===== src/rtl/ftc_pkg.sv =====
package ftc_pkg;

    localparam int RFSH_W    = 8;
    localparam int STEP_W    = 3;
    localparam int T_W       = 3;
    localparam int RFSH_T_LO = 3;
    localparam int RFSH_T_HI = 4;
    localparam int REPASS_IX = 4;

    typedef enum logic [2:0] {
        MC_IDLE     = 3'd0,
        MC_FETCH    = 3'd1,
        MC_READ     = 3'd2,
        MC_WRITE    = 3'd3,
        MC_INTERNAL = 3'd4
    } mcyc_e;

    typedef enum logic [1:0] {
        CL_PLAIN  = 2'd0,
        CL_PREFIX = 2'd1,
        CL_IDXBIT = 2'd2,
        CL_BLOCK  = 2'd3
    } icls_e;

    typedef struct packed {
        mcyc_e            kind;
        logic [T_W-1:0]   len;
        logic             last;
    } mstep_t;

    function automatic mstep_t mk(mcyc_e k, int unsigned n, logic l);
        mstep_t s;
        s.kind = k;
        s.len  = T_W'(n);
        s.last = l;
        return s;
    endfunction

    // Step table: cycle kind, length in T-states, and end-of-pass flag.
    function automatic mstep_t step_of(icls_e c, logic [STEP_W-1:0] ix);
        mstep_t s;
        s = mk(MC_IDLE, 1, 1'b1);
        unique case (c)
            CL_PLAIN: begin
                if (ix == 0) s = mk(MC_FETCH, 4, 1'b1);
            end
            CL_PREFIX: begin
                case (ix)
                    3'd0: s = mk(MC_FETCH, 4, 1'b0);
                    3'd1: s = mk(MC_FETCH, 4, 1'b1);
                    default: s = mk(MC_IDLE, 1, 1'b1);
                endcase
            end
            CL_IDXBIT: begin
                case (ix)
                    3'd0: s = mk(MC_FETCH, 4, 1'b0);
                    3'd1: s = mk(MC_FETCH, 4, 1'b0);
                    3'd2: s = mk(MC_READ,  3, 1'b0);
                    3'd3: s = mk(MC_FETCH, 5, 1'b0);
                    3'd4: s = mk(MC_READ,  4, 1'b0);
                    3'd5: s = mk(MC_WRITE, 3, 1'b1);
                    default: s = mk(MC_IDLE, 1, 1'b1);
                endcase
            end
            CL_BLOCK: begin
                case (ix)
                    3'd0: s = mk(MC_FETCH,    4, 1'b0);
                    3'd1: s = mk(MC_FETCH,    4, 1'b0);
                    3'd2: s = mk(MC_READ,     3, 1'b0);
                    3'd3: s = mk(MC_WRITE,    5, 1'b1);
                    3'd4: s = mk(MC_INTERNAL, 5, 1'b0);
                    default: s = mk(MC_IDLE, 1, 1'b1);
                endcase
            end
            default: s = mk(MC_IDLE, 1, 1'b1);
        endcase
        return s;
    endfunction

endpackage


===== src/rtl/ftc_rfsh_reg.sv =====
module ftc_rfsh_reg
    import ftc_pkg::*;
#(
    parameter int W = RFSH_W
) (
    input  logic         clk,
    input  logic         rst,
    input  logic         ld,
    input  logic [W-1:0] ld_val,
    input  logic         bump,
    output logic [W-1:0] r
);
    localparam int LOW_W = W - 1;

    always_ff @(posedge clk) begin
        if (rst)       r <= '0;
        else if (ld)   r <= ld_val;
        else if (bump) r <= {r[W-1], r[LOW_W-1:0] + LOW_W'(1)};
    end

    assert_bit7_held_R6: assert property (@(posedge clk) disable iff (rst)
        (bump && !ld) |=> (r[W-1] == $past(r[W-1])) &&
                          (r[LOW_W-1:0] == $past(r[LOW_W-1:0]) + LOW_W'(1)));

    assert_load_wins_R8: assert property (@(posedge clk) disable iff (rst)
        ld |=> r == $past(ld_val));

    assert_hold_R6: assert property (@(posedge clk) disable iff (rst)
        (!ld && !bump) |=> $stable(r));
endmodule


===== src/rtl/ftc_seq.sv =====
module ftc_seq
    import ftc_pkg::*;
#(
    parameter int REP_W = 4
) (
    input  logic              clk,
    input  logic              rst,
    input  logic              start,
    input  icls_e             cls,
    input  logic [REP_W-1:0]  rep,
    output logic              busy,
    output mcyc_e             kind,
    output logic [T_W-1:0]    tstate,
    output logic [STEP_W-1:0] step,
    output logic              done
);
    logic              busy_q;
    icls_e             cls_q;
    logic [STEP_W-1:0] ix_q;
    logic [T_W-1:0]    t_q;
    logic [REP_W-1:0]  rep_q;
    mstep_t            cur;
    logic              step_end;
    logic              more_pass;
    logic              instr_end;

    always_comb begin
        cur       = step_of(cls_q, ix_q);
        step_end  = busy_q && (t_q == cur.len);
        more_pass = (cls_q == CL_BLOCK) && (rep_q != '0);
        instr_end = step_end && cur.last && !more_pass;
    end

    always_ff @(posedge clk) begin
        if (rst) begin
            busy_q <= 1'b0;
            cls_q  <= CL_PLAIN;
            ix_q   <= '0;
            t_q    <= '0;
            rep_q  <= '0;
        end else if (!busy_q) begin
            if (start) begin
                busy_q <= 1'b1;
                cls_q  <= cls;
                ix_q   <= '0;
                t_q    <= T_W'(1);
                rep_q  <= rep;
            end
        end else if (step_end) begin
            t_q <= T_W'(1);
            if (instr_end) begin
                busy_q <= 1'b0;
                ix_q   <= '0;
                t_q    <= '0;
            end else if (cur.last) begin
                ix_q <= STEP_W'(REPASS_IX);
            end else if (cls_q == CL_BLOCK && ix_q == STEP_W'(REPASS_IX)) begin
                ix_q  <= '0;
                rep_q <= rep_q - REP_W'(1);
            end else begin
                ix_q <= ix_q + STEP_W'(1);
            end
        end else begin
            t_q <= t_q + T_W'(1);
        end
    end

    assign busy   = busy_q;
    assign kind   = busy_q ? cur.kind : MC_IDLE;
    assign tstate = t_q;
    assign step   = ix_q;
    assign done   = instr_end;

    assert_tstate_range_R10: assert property (@(posedge clk) disable iff (rst)
        busy_q |-> (t_q >= T_W'(1)) && (t_q <= T_W'(5)));

    assert_start_ignored_R9: assert property (@(posedge clk) disable iff (rst)
        (busy_q && !instr_end) |=> (cls_q == $past(cls_q)) && busy_q);

    assert_tstep_R10: assert property (@(posedge clk) disable iff (rst)
        (busy_q && !step_end) |=> (t_q == $past(t_q) + T_W'(1)));

    assert_fetch_len_R2: assert property (@(posedge clk) disable iff (rst)
        (kind == MC_FETCH && step_end) |-> t_q >= T_W'(4));
endmodule


===== src/rtl/ftc_cycle_tracker.sv =====
module ftc_cycle_tracker
    import ftc_pkg::*;
#(
    parameter int REP_W = 4
) (
    input  logic              clk,
    input  logic              rst,
    input  logic              start_i,
    input  logic [1:0]        cls_i,
    input  logic [REP_W-1:0]  rep_i,
    input  logic              ld_i,
    input  logic [7:0]        ld_val_i,
    output logic              busy_o,
    output logic [2:0]        kind_o,
    output logic [2:0]        tstate_o,
    output logic [2:0]        step_o,
    output logic              done_o,
    output logic              rfsh_o,
    output logic [7:0]        rfsh_addr_o,
    output logic [7:0]        r_o
);
    mcyc_e          kind;
    logic [T_W-1:0] tst;
    logic           bump;
    logic [7:0]     r;

    ftc_seq #(.REP_W(REP_W)) u_seq (
        .clk    (clk),
        .rst    (rst),
        .start  (start_i),
        .cls    (icls_e'(cls_i)),
        .rep    (rep_i),
        .busy   (busy_o),
        .kind   (kind),
        .tstate (tst),
        .step   (step_o),
        .done   (done_o)
    );

    always_comb begin
        rfsh_o = (kind == MC_FETCH) &&
                 (tst == T_W'(RFSH_T_LO) || tst == T_W'(RFSH_T_HI));
        bump   = (kind == MC_FETCH) && (tst == T_W'(RFSH_T_HI));
    end

    ftc_rfsh_reg #(.W(8)) u_rreg (
        .clk    (clk),
        .rst    (rst),
        .ld     (ld_i),
        .ld_val (ld_val_i),
        .bump   (bump),
        .r      (r)
    );

    assign kind_o      = kind;
    assign tstate_o    = tst;
    assign r_o         = r;
    assign rfsh_addr_o = rfsh_o ? r : 8'h00;

    assert_rfsh_fetch_only_R5: assert property (@(posedge clk) disable iff (rst)
        rfsh_o |-> kind == MC_FETCH);

    assert_disp_no_rfsh_R4: assert property (@(posedge clk) disable iff (rst)
        (busy_o && cls_i == 2'd2 && step_o == 3'd2 && kind == MC_READ) |-> !rfsh_o);

    assert_idle_quiet_R1: assert property (@(posedge clk) disable iff (rst)
        !busy_o |-> (!rfsh_o && !done_o));
endmodule


===== config.mk =====
export PLATFORM = sky130hd
export DESIGN_NAME = ftc_cycle_tracker
export DESIGN_NICKNAME = d
export VERILOG_FILES = /design/src/rtl/ftc_pkg.sv /design/src/rtl/ftc_rfsh_reg.sv /design/src/rtl/ftc_seq.sv /design/src/rtl/ftc_cycle_tracker.sv
export SDC_FILE = /design/constraint.sdc
export NUM_CORES = 1
export LEC_CHECK = 0
export BUFFER_PORTS_ARGS = -buffer_cell sky130_fd_sc_hd__buf_2
export CORE_UTILIZATION = 55
export DETAILED_ROUTE_END_ITERATION = 6
export GPL_TIMING_DRIVEN = 0
export HOLD_SLACK_MARGIN = 0.12
export PLACE_DENSITY = 0.87
export SETUP_SLACK_MARGIN = 0.5
export SLEW_MARGIN = 10
export SYNTH_ARGS = -nofsm -noshare
export SYNTH_HDL_FRONTEND = slang
export SYNTH_SLANG_ARGS = --single-unit

===== constraint.sdc =====
create_clock -name clk -period 3.3 [get_ports clk]
set_input_delay 0.165 -clock clk [delete_from_list [all_inputs] [get_ports clk]]
set_output_delay 0.165 -clock clk [all_outputs]
set_load 0.01 [all_outputs]

==> summary.md, run 1 <==
| Metric | Value |
|---|---|
| Net Switching | roughly 0.00019 W |
| Count leader, synth | dfxtp_1 |
| Total gr overflow | 0 |
| Wire per inst | roughly 17 µm |
| Max VDD drop | about 290 µV |
| Slew Limit Fails | 0 |
| Worst path cell trace | inv_1 -> ha_2 -> nor3_1 -> o311a_4 -> a311oi_4 -> nand2_1 -> nor2_4 -> and2_1 -> buf_2 |
| Most used DFF post-synth | dfxtp_1 |
| Vias per inst | 6.29 |
| First-pass GRT wire length | 7530 µm |
| CTS max path bufs | 2 |
| H-tree depth | 1 |
| CP peak stage delay | ~0.38 ns |
| Part of the power in combinational logic | 27.9% |
| Port buffer count | 45 |
| Post-DP Area | between 0.0015 and 0.002 mm² |
| Final Wtd Congestion | just under 0.9 |
| Share of the synthesized area in the top cell type | between 20% and 30% |
| Initial Util | between 50% and 60% |
| Core region area | between 0.002 and 0.003 mm² |
| Family with the most delay on the worst path | compound AO/OA/AOI/OAI gates |
| Synth unique cells | a little over 60 |
| Cell taking the most area after synthesis | dfxtp_1 |
| DR iter-0 viols | between 150 and 200 |
| Req. time, crit path | roughly 3.1 ns |
| Switching Share | between 30% and 40% |
| Routed vias | between 1.5k and 2k |
| Reg clk slew, reported paths | approximately 0.13 ns |
| Synth Register Bits | 21 |
| Clock power frac | a little under a quarter |
| Failing checks | DRC |
| Post-synth EDFFs | 0 |
| Die ar. | ~0.0032 mm² |
| Worst Setup Start Kind | flop |
| Clock Skew | 0.00151 ns |
| CTS tree | yes |
| DIE HEIGHT | about 57 µm |
| DRC viols | 3 |
| Post-route ant nets | 0 |
| Commonest cells post-synth | 21 x dfxtp_1, 18 x nor2_1, 17 x nand2_1, 15 x inv_1, 12 x a21oi_1 |
| ANT cells | 0 |
| Top Ports | 46 |
| Fin area | between 0.002 and 0.0025 mm² |
| Dpl hpwl | roughly 3200 µm |
| # nets final | between 300 and 400 |
| CTS Buf Count | 3 |
| Placed insts | between 200 and 300 |
| Routed WL | roughly 5200 µm |
| Die Wd | around 57 µm |
| Syn_area_per_cell | between 7 and 8 µm² |
| Cell row count | 19 |
| Total internal power | 0.000385 W |
| Synth top area cells | dfxtp_1 25%, ha_1 6.8%, nor2_1 4.1%, nand2_1 3.9%, a21oi_1 3.6% |
| Crit-path max FO | 8 |
| Register area share after synthesis | 25.5% |
| Worst Max-Slew Pin Slew | around 0.58 ns |
| Worst path bufs/invs | 2 |
| GRT Overall Usage | ~30% |
| Final Setup Violations | 0 |
| Largest net degree at the start of global routing | 13 |
| Clock root cell | clkbuf_4 |
| Fin util | around 77% |
| Achievable Freq | roughly 370 MHz |
| R2R Setup Slk | roughly 0.67 ns |
| Post-route clock period utilization | between 80% and 90% |
| Share of layout cells above drive strength 1 | between 30% and 40% |
| Vias in the first global route | ~1.6k |
| Max-cap violations | 0 |
| Clk sinks | 21 |
| P&R area growth vs syn | 30.8% |
| Static leakage | between 0.9 and 1 nW |
| Syn. warnings | 0 |
| Final total power | 0.000579 W |
| Post-synth ARST share | 0% |
| Hold crit path type | in -> reg |
| RSZ-0062 raised after global routing | false |
| Antenna violations before repair | 0 |
| Post-Syn Area | ~0.0017 mm² |
| Status | finished with violations |
| Slew HR | approximately three fifths |
| Final setup TNS | 0 ns |
| Hold Fails Final Rpt | 0 |
| Fin cells | around 310 |
| Syn nets | 235 |
| Max stage delay cell, worst path | dfxtp_2 |
| PwrDens | around 270 mW/mm² |
| Flop pwr share | roughly half |
| Clock period minus final worst setup slack | roughly 2.7 ns |
| CP arrival | about 2.6 ns |
| Worst skew pair latency | slightly above 0.3 ns |
| Setup Crit Path Kind | reg -> out |
| Post-Syn Instances | 208 |
| Length of the first detailed-routing pass in iterations | 7 |
| Worst setup EP type | primary output |
[worst min-delay path, stage by stage]
cell and delay, ns:
buf_2 0.10, nor2_1 0.08, a211oi_1 0.05
[metrics by stage]
| step | hold WS [ns] | setup slack [ns] |
|---|---|---|
| 2_1_floorplan | 0.301 | 0.729 |
| 3_3_place_gp | 0.409 | 0.530 |
| 3_5_place_dp | 0.409 | 0.466 |
| 4_1_cts | 0.121 | 0.480 |
| 5_1_grt | 0.126 | 0.451 |
| 6_report | 0.121 | 0.588 |
[layer usage]
metal  routed length [µm]  vias to the layer above  GRT usage, %
met2                 2400                      121          47.6
li1                     -                      900             -
met1                 2200                      863          41.5
met4                  204                        0          9.76
met3                  363                       33          3.23
met5                    0                        -             0
[cell type report]
| class | instances | area (µm²) |
|---|---|---|
| multi-input combinational | 163 | 1180 |
| timing repair buffer | 62 | 368 |
| tap | 31 | 38.8 |
| inverter | 15 | 56.3 |
| sequential | 21 | 429 |
| fill | 210 | 644 |
| clock inverter | 1 | 5.00 |
| buffer | 9 | 61.3 |
| clock buffer | 3 | 22.5 |
[power groups by stage]
stage	Sequential (W)	Clock, W	Combinational [W]
after floorplan	0.000293	0	0.0000847
after global placement	0.000291	0	0.000129
after detailed placement	0.000291	0	0.000132
after CTS	0.000285	0.000131	0.000145
after global routing	0.000288	0.000142	0.000174
final	0.000286	0.000131	0.000161
[path summary, 6_finish.rpt]
kind / start / to / cells past startpoint
worst max-delay path: u_seq.step[0]$_SDFFE_PP0P_ / rfsh_addr_o[2] / 9
worst min-delay path: ld_val_i[3] / u_rreg.r[3]$_SDFFE_PP0P_ / 3
worst max register to register: u_seq.step[0]$_SDFFE_PP0P_ / u_rreg.r[6]$_SDFFE_PP0P_ / 9
worst min register to register: u_seq.rep_q[3]$_SDFFE_PP0P_ / u_seq.rep_q[3]$_SDFFE_PP0P_ / 2
[cell usage in the layout (no fill, tap or decap), types with 4 or more instances in the layout]
cell type,synthesis,final
ha_1,9,6
and2_1,8,8
nor3_1,10,10
dlygate4sd3_1,1,7
inv_1,15,15
dfxtp_1,21,18
and3_1,4,4
nor2_1,18,16
a21oi_1,12,12
nand2_1,17,17
buf_2,0,45
o21ai_0,4,4
a211oi_1,7,7
or3_1,6,6
buf_4,3,13
[state kept, by name, indices dropped and copies added, names as in the netlist]
register	count
u_rreg.r	8
u_seq.rep_q	4
u_seq.step	3
u_seq.busy	1
u_seq.cls_q	2
u_seq.tstate	3
[kinds of logic (layout without fill, tap and decap cells)]
| kind of cell | Yosys count | after routing | synth area share [%] |
|---|---|---|---|
| XOR/XNOR | 5 | 5 | 2.65 |
| AND/OR/NAND/NOR | 91 | 91 | 29.8 |
| adder cells (fa/ha/maj) | 9 | 9 | 6.82 |
| AO/OA/AOI/OAI | 54 | 54 | 25.8 |
| flip-flops | 21 | 21 | 25.5 |
| multiplexers | 4 | 4 | 2.50 |
| buffers and inverters | 24 | 90 | 6.89 |
[repair_timing]
action,4_1_cts,5_1_grt
hold buffers,6,0
setup endpoints to repair,10,11
endpoints found under the hold margin,5,0
resized for setup,14,5
pin swaps,3,5
setup buffers,3,8
Power figures use the tool's default switching activity.
==> run 2, diff against run 1 <==
--- a/config.mk
+++ b/config.mk
@@ -5,12 +5,13 @@
 export SDC_FILE = /design/constraint.sdc
 export NUM_CORES = 1
 export LEC_CHECK = 0
+export ABC_AREA = 1
 export BUFFER_PORTS_ARGS = -buffer_cell sky130_fd_sc_hd__buf_2
-export CORE_UTILIZATION = 55
+export CORE_UTILIZATION = 52
 export DETAILED_ROUTE_END_ITERATION = 6
 export GPL_TIMING_DRIVEN = 0
 export HOLD_SLACK_MARGIN = 0.12
-export PLACE_DENSITY = 0.87
+export PLACE_DENSITY = 0.83
 export SETUP_SLACK_MARGIN = 0.5
 export SLEW_MARGIN = 10
 export SYNTH_ARGS = -nofsm -noshare
==> constraint.sdc (replaced) <==
create_clock -name clk -period 2.5 [get_ports clk]
set_input_delay 0.125 -clock clk [delete_from_list [all_inputs] [get_ports clk]]
set_output_delay 0.125 -clock clk [all_outputs]
set_load 0.01 [all_outputs]
==> summary.md, run 2 <==
| Metric | Value |
|---|---|
| Final Wtd Congestion | 0.946 (was 0.885) |
| CTS tree | yes (unchanged) |
| Static leakage | 1.18 nW (was 0.910 nW) |
| Net Switching | 0.000473 W (was 0.000194 W) |
| First-pass GRT wire length | 7200 µm (was 7530 µm) |
| Post-synth ARST share | 0% (unchanged) |
| Wire per inst | 14.3 µm (was 16.9 µm) |
| Crit-path max FO | 5 (was 8) |
| Setup ws final | 0.147 ns (was 0.588 ns) |
| DR iter-0 viols | 235 (was 156) |
| Area of the multi-input gates | 0.00133 mm² (was 0.00118 mm²) |
| Synth top area cells | dfxtp_1 25%, nand2_1 15%, nand3_1 9.9%, ha_1 6.8%, inv_1 6.8% (was dfxtp_1 25%, ha_1 6.8%, nor2_1 4.1%, nand2_1 3.9%, a21oi_1 3.6%) |
| Hold Fails Final Rpt | 0 (unchanged) |
| Max stage delay cell, worst path | dfxtp_4 (was dfxtp_2) |
| Final Setup Violations | 0 (unchanged) |
| Fill cells | 207 (was 210) |
| Syn_area_per_cell | 6.12 µm² (was 7.94 µm²) |
| Antenna violations before repair | 0 (unchanged) |
| Hold crit path type | in -> reg (unchanged) |
| RSZ-0062 raised after global routing | true (was false) |
| Commonest cells post-synth | 68 x nand2_1, 33 x nand3_1, 30 x inv_1, 30 x nor2_1, 21 x dfxtp_1 (was 21 x dfxtp_1, 18 x nor2_1, 17 x nand2_1, 15 x inv_1, 12 x a21oi_1) |
| Total internal power | 0.000646 W (was 0.000385 W) |
| Post-route ant nets | 0 (unchanged) |
| Length of the first detailed-routing pass in iterations | 5 (was 7) |
| Clock Skew | 0.00281 ns (was 0.00151 ns) |
| Die ar. | 0.00343 mm² (was 0.00323 mm²) |
| CTS Buf Count | 3 (unchanged) |
| Register area | 432 µm² (was 429 µm²) |
| GRT Overall Usage | 27.0% (was 29.7%) |
| Core region area | 0.00305 mm² (was 0.00281 mm²) |
| P&R area growth vs syn | 46.3% (was 30.8%) |
| Clock root cell | clkbuf_4 (unchanged) |
| Worst path cell trace | inv_4 -> ha_4 -> inv_2 -> nand2_2 -> o21ai_2 -> buf_4 -> nand2_1 -> a21oi_1 -> nand2_1 -> nand2_1 -> nand3_2 -> nand4_1 -> nor2_2 -> buf_4 -> buf_4 -> buf_4 -> buf_4 -> nor3_2 (was inv_1 -> ha_2 -> nor3_1 -> o311a_4 -> a311oi_4 -> nand2_1 -> nor2_4 -> and2_1 -> buf_2) |
| Register area share after synthesis | 25.2% (was 25.5%) |
| Most common library cell in the layout ignoring fill and taps | nand2_1 (was buf_2) |
| Setup Crit Path Kind | reg -> reg (was reg -> out) |
| Part of the power in combinational logic | 49.4% (was 27.9%) |
| Req. time, crit path | 2.74 ns (was 3.13 ns) |
| Dpl ws | 0.234 ns (was 0.466 ns) |
| Slew HR | 65.2% (was 61.0%) |
| Count leader, synth | nand2_1 (was dfxtp_1) |
| PwrDens | 460 mW/mm² (was 268 mW/mm²) |
| Post-synth EDFFs | 0 (unchanged) |
| ANT cells | 0 (unchanged) |
| Vias in the first global route | 1,709 (was 1,623) |
| Cell row count | 20 (was 19) |
| Max reg flops | 8 (unchanged) |
| Vias per inst | 5.60 (was 6.29) |
| Post-Syn Area | 0.00167 mm² (was 0.00165 mm²) |
| Worst skew pair latency | 0.31 ns (about the same) |
| # nets final | 371 (was 302) |
| Routed WL | 5550 µm (was 5160 µm) |
| CTS max path bufs | 2 (unchanged) |
| Worst Setup Start Kind | flop (unchanged) |
| Max VDD drop | 321 µV (was 287 µV) |
| Dpl hpwl | 3130 µm (was 3210 µm) |
| Clock power frac | 15.0% (was 22.7%) |
| Achievable Freq | roughly 420 MHz |
| Port buffer count | 44 (was 45) |
| Switching Share | 42.3% (was 33.5%) |
| DRC viols | 0 (was 3) |
| Synth Register Bits | 21 (unchanged) |
| H-tree depth | 1 (unchanged) |
| Flop pwr share | 35.6% (was 49.4%) |
| Commonest cells after routing, fill and taps aside | 63 x nand2_1, 44 x buf_2, 25 x inv_1, 25 x nand3_1, 20 x nor2_1 (was 45 x buf_2, 18 x dfxtp_1, 17 x nand2_1, 16 x nor2_1, 15 x inv_1) |
| Cell taking the most area after synthesis | dfxtp_1 (unchanged) |
| Cell mode on critical path | buf_4 |
| Die Wd | 58.6 µm (was 56.8 µm) |
| Fin util | 79.8% (was 77.0%) |
| Post-route clock period utilization | 94.1% |
| Clock period minus final worst setup slack | 2.35 ns |
| Status | completed (was finished with violations) |
| Worst Max-Slew Pin Slew | 0.521 ns (was 0.584 ns) |
| Initial Util | 54.5% (was 58.9%) |
| Largest net degree at the start of global routing | 13 (unchanged) |
| Total gr overflow | 0 (unchanged) |
| Most used DFF post-synth | dfxtp_1 (unchanged) |
| Syn. warnings | 0 (unchanged) |
| CP arrival | 2.59 ns (was 2.55 ns) |
| Clk sinks | 21 (unchanged) |
| Worst setup EP type | flop (was primary output) |
| Share of layout cells above drive strength 1 | 37.9% (was 31.8%) |
| DIE HEIGHT | 58.6 µm (was 56.8 µm) |
| Reg clk slew, reported paths | 0.12 ns (was 0.13 ns) |
| Max-cap violations | 0 (unchanged) |
| Largest reg by FF count | u_rreg.r (unchanged) |
| Final setup TNS | 0 ns (unchanged) |
| CP peak stage delay | 0.43 ns (was 0.38 ns) |
| Final total power | 0.00112 W (was 0.000579 W) |
| Top Registers | u_rreg.r: 8 flops, u_seq.rep_q: 4 flops (unchanged) |
| Slew Limit Fails | 0 (unchanged) |
| Synth unique cells | 31 (was 61) |
| Post-Syn Instances | 272 (was 208) |
| Syn nets | 299 (was 235) |
| Top Ports | 46 (unchanged) |
| Share of the synthesized area in the top cell type | 25.2% (was 25.5%) |
| Routed vias | 2,168 (was 1,917) |
-- run 2: cell count changes in the layout (fill, tap and decap cells not counted), moves of 8 or more --
cell	before	now
o21ai_0	4	14
and2_1	8	0
inv_1	15	25
nand2_1	17	63
nand3_1	3	25
-- run 2: per-stage QoR --
stage / area, µm² / instances / hold WS, ns
final: 2440 / 387 / 0.147
after CTS: 2170 / 379 / 0.120
after floorplan: 1670 / 272 / 0.312
after global placement: 1940 / 360 / 0.412
after global routing: 2440 / 387 / 0.145
after detailed placement: 1940 / 360 / 0.422
-- run 2: layout make-up --
class | instances | share of cell area (%)
well taps | 44 | 2.26
inverters | 34 | 5.86
clock buffers | 3 | 0.924
plain buffers | 7 | 1.23
multi-input cells | 210 | 54.4
flip-flops and latches | 21 | 17.7
clock inverters | 1 | 0.205
repair buffers | 67 | 17.4
-- run 2: worst max-delay path, delay by kind of cell (launching register included) --
kind / cells / cell delay, ns
flops: 1 / 0.43
simple gates: 8 / 0.70
compound gates: 2 / 0.18
fa+ha+maj: 1 / 0.19
buf+inv: 7 / 0.78
-- run 2: kinds of logic after synthesis --
family,after synthesis,synth area share (%)
multiplexers,1,0.676
adder cells (fa/ha/maj),9,6.76
XOR/XNOR,7,3.68
buffers and inverters,41,9.47
flip-flops,21,25.2
AND/OR/NAND/NOR,151,40.8
AO/OA/AOI/OAI,42,13.4
-- run 2: routing by layer --
layer	up-vias	GRT usage, %	share of wire, %
met2	117	45.2	49
li1	1028	-	-
met4	0	9.52	2.2
met1	1006	36.3	42
met5	-	0	0
met3	17	2.86	6.2
-- run 2: power groups by stage --
stage / Sequential [W] / Clock (W) / Combinational (W)
floorplan: 0.000400 / 0 / 0.000269
global placement: 0.000395 / 0 / 0.000364
detailed placement: 0.000396 / 0 / 0.000368
CTS: 0.000393 / 0.000171 / 0.000421
global route: 0.000402 / 0.000186 / 0.000592
finish: 0.000399 / 0.000168 / 0.000553
-- run 2: repair_timing --
action | CTS | global route
hold buffers | 3 | 1
endpoints found under the hold margin | 3 | 1
setup endpoints to repair | 29 | 32
pin swaps | 10 | 25
buffers inserted | 12 | 7
resized for setup | 29 | 51
-- run 2: path summary, 6_finish.rpt --
check                              from                  endpoint  slack, ns  cells after the start
max          u_seq.step[1]$_SDFFE_PP0P_     u_seq.busy$_SDFF_PP0_       0.15                     18
min                         ld_val_i[1]  u_rreg.r[1]$_SDFFE_PP0P_       0.15                      5
max reg2reg  u_seq.step[1]$_SDFFE_PP0P_     u_seq.busy$_SDFF_PP0_       0.15                     18
min reg2reg    u_rreg.r[7]$_SDFFE_PP0P_  u_rreg.r[7]$_SDFFE_PP0P_       0.51                      2
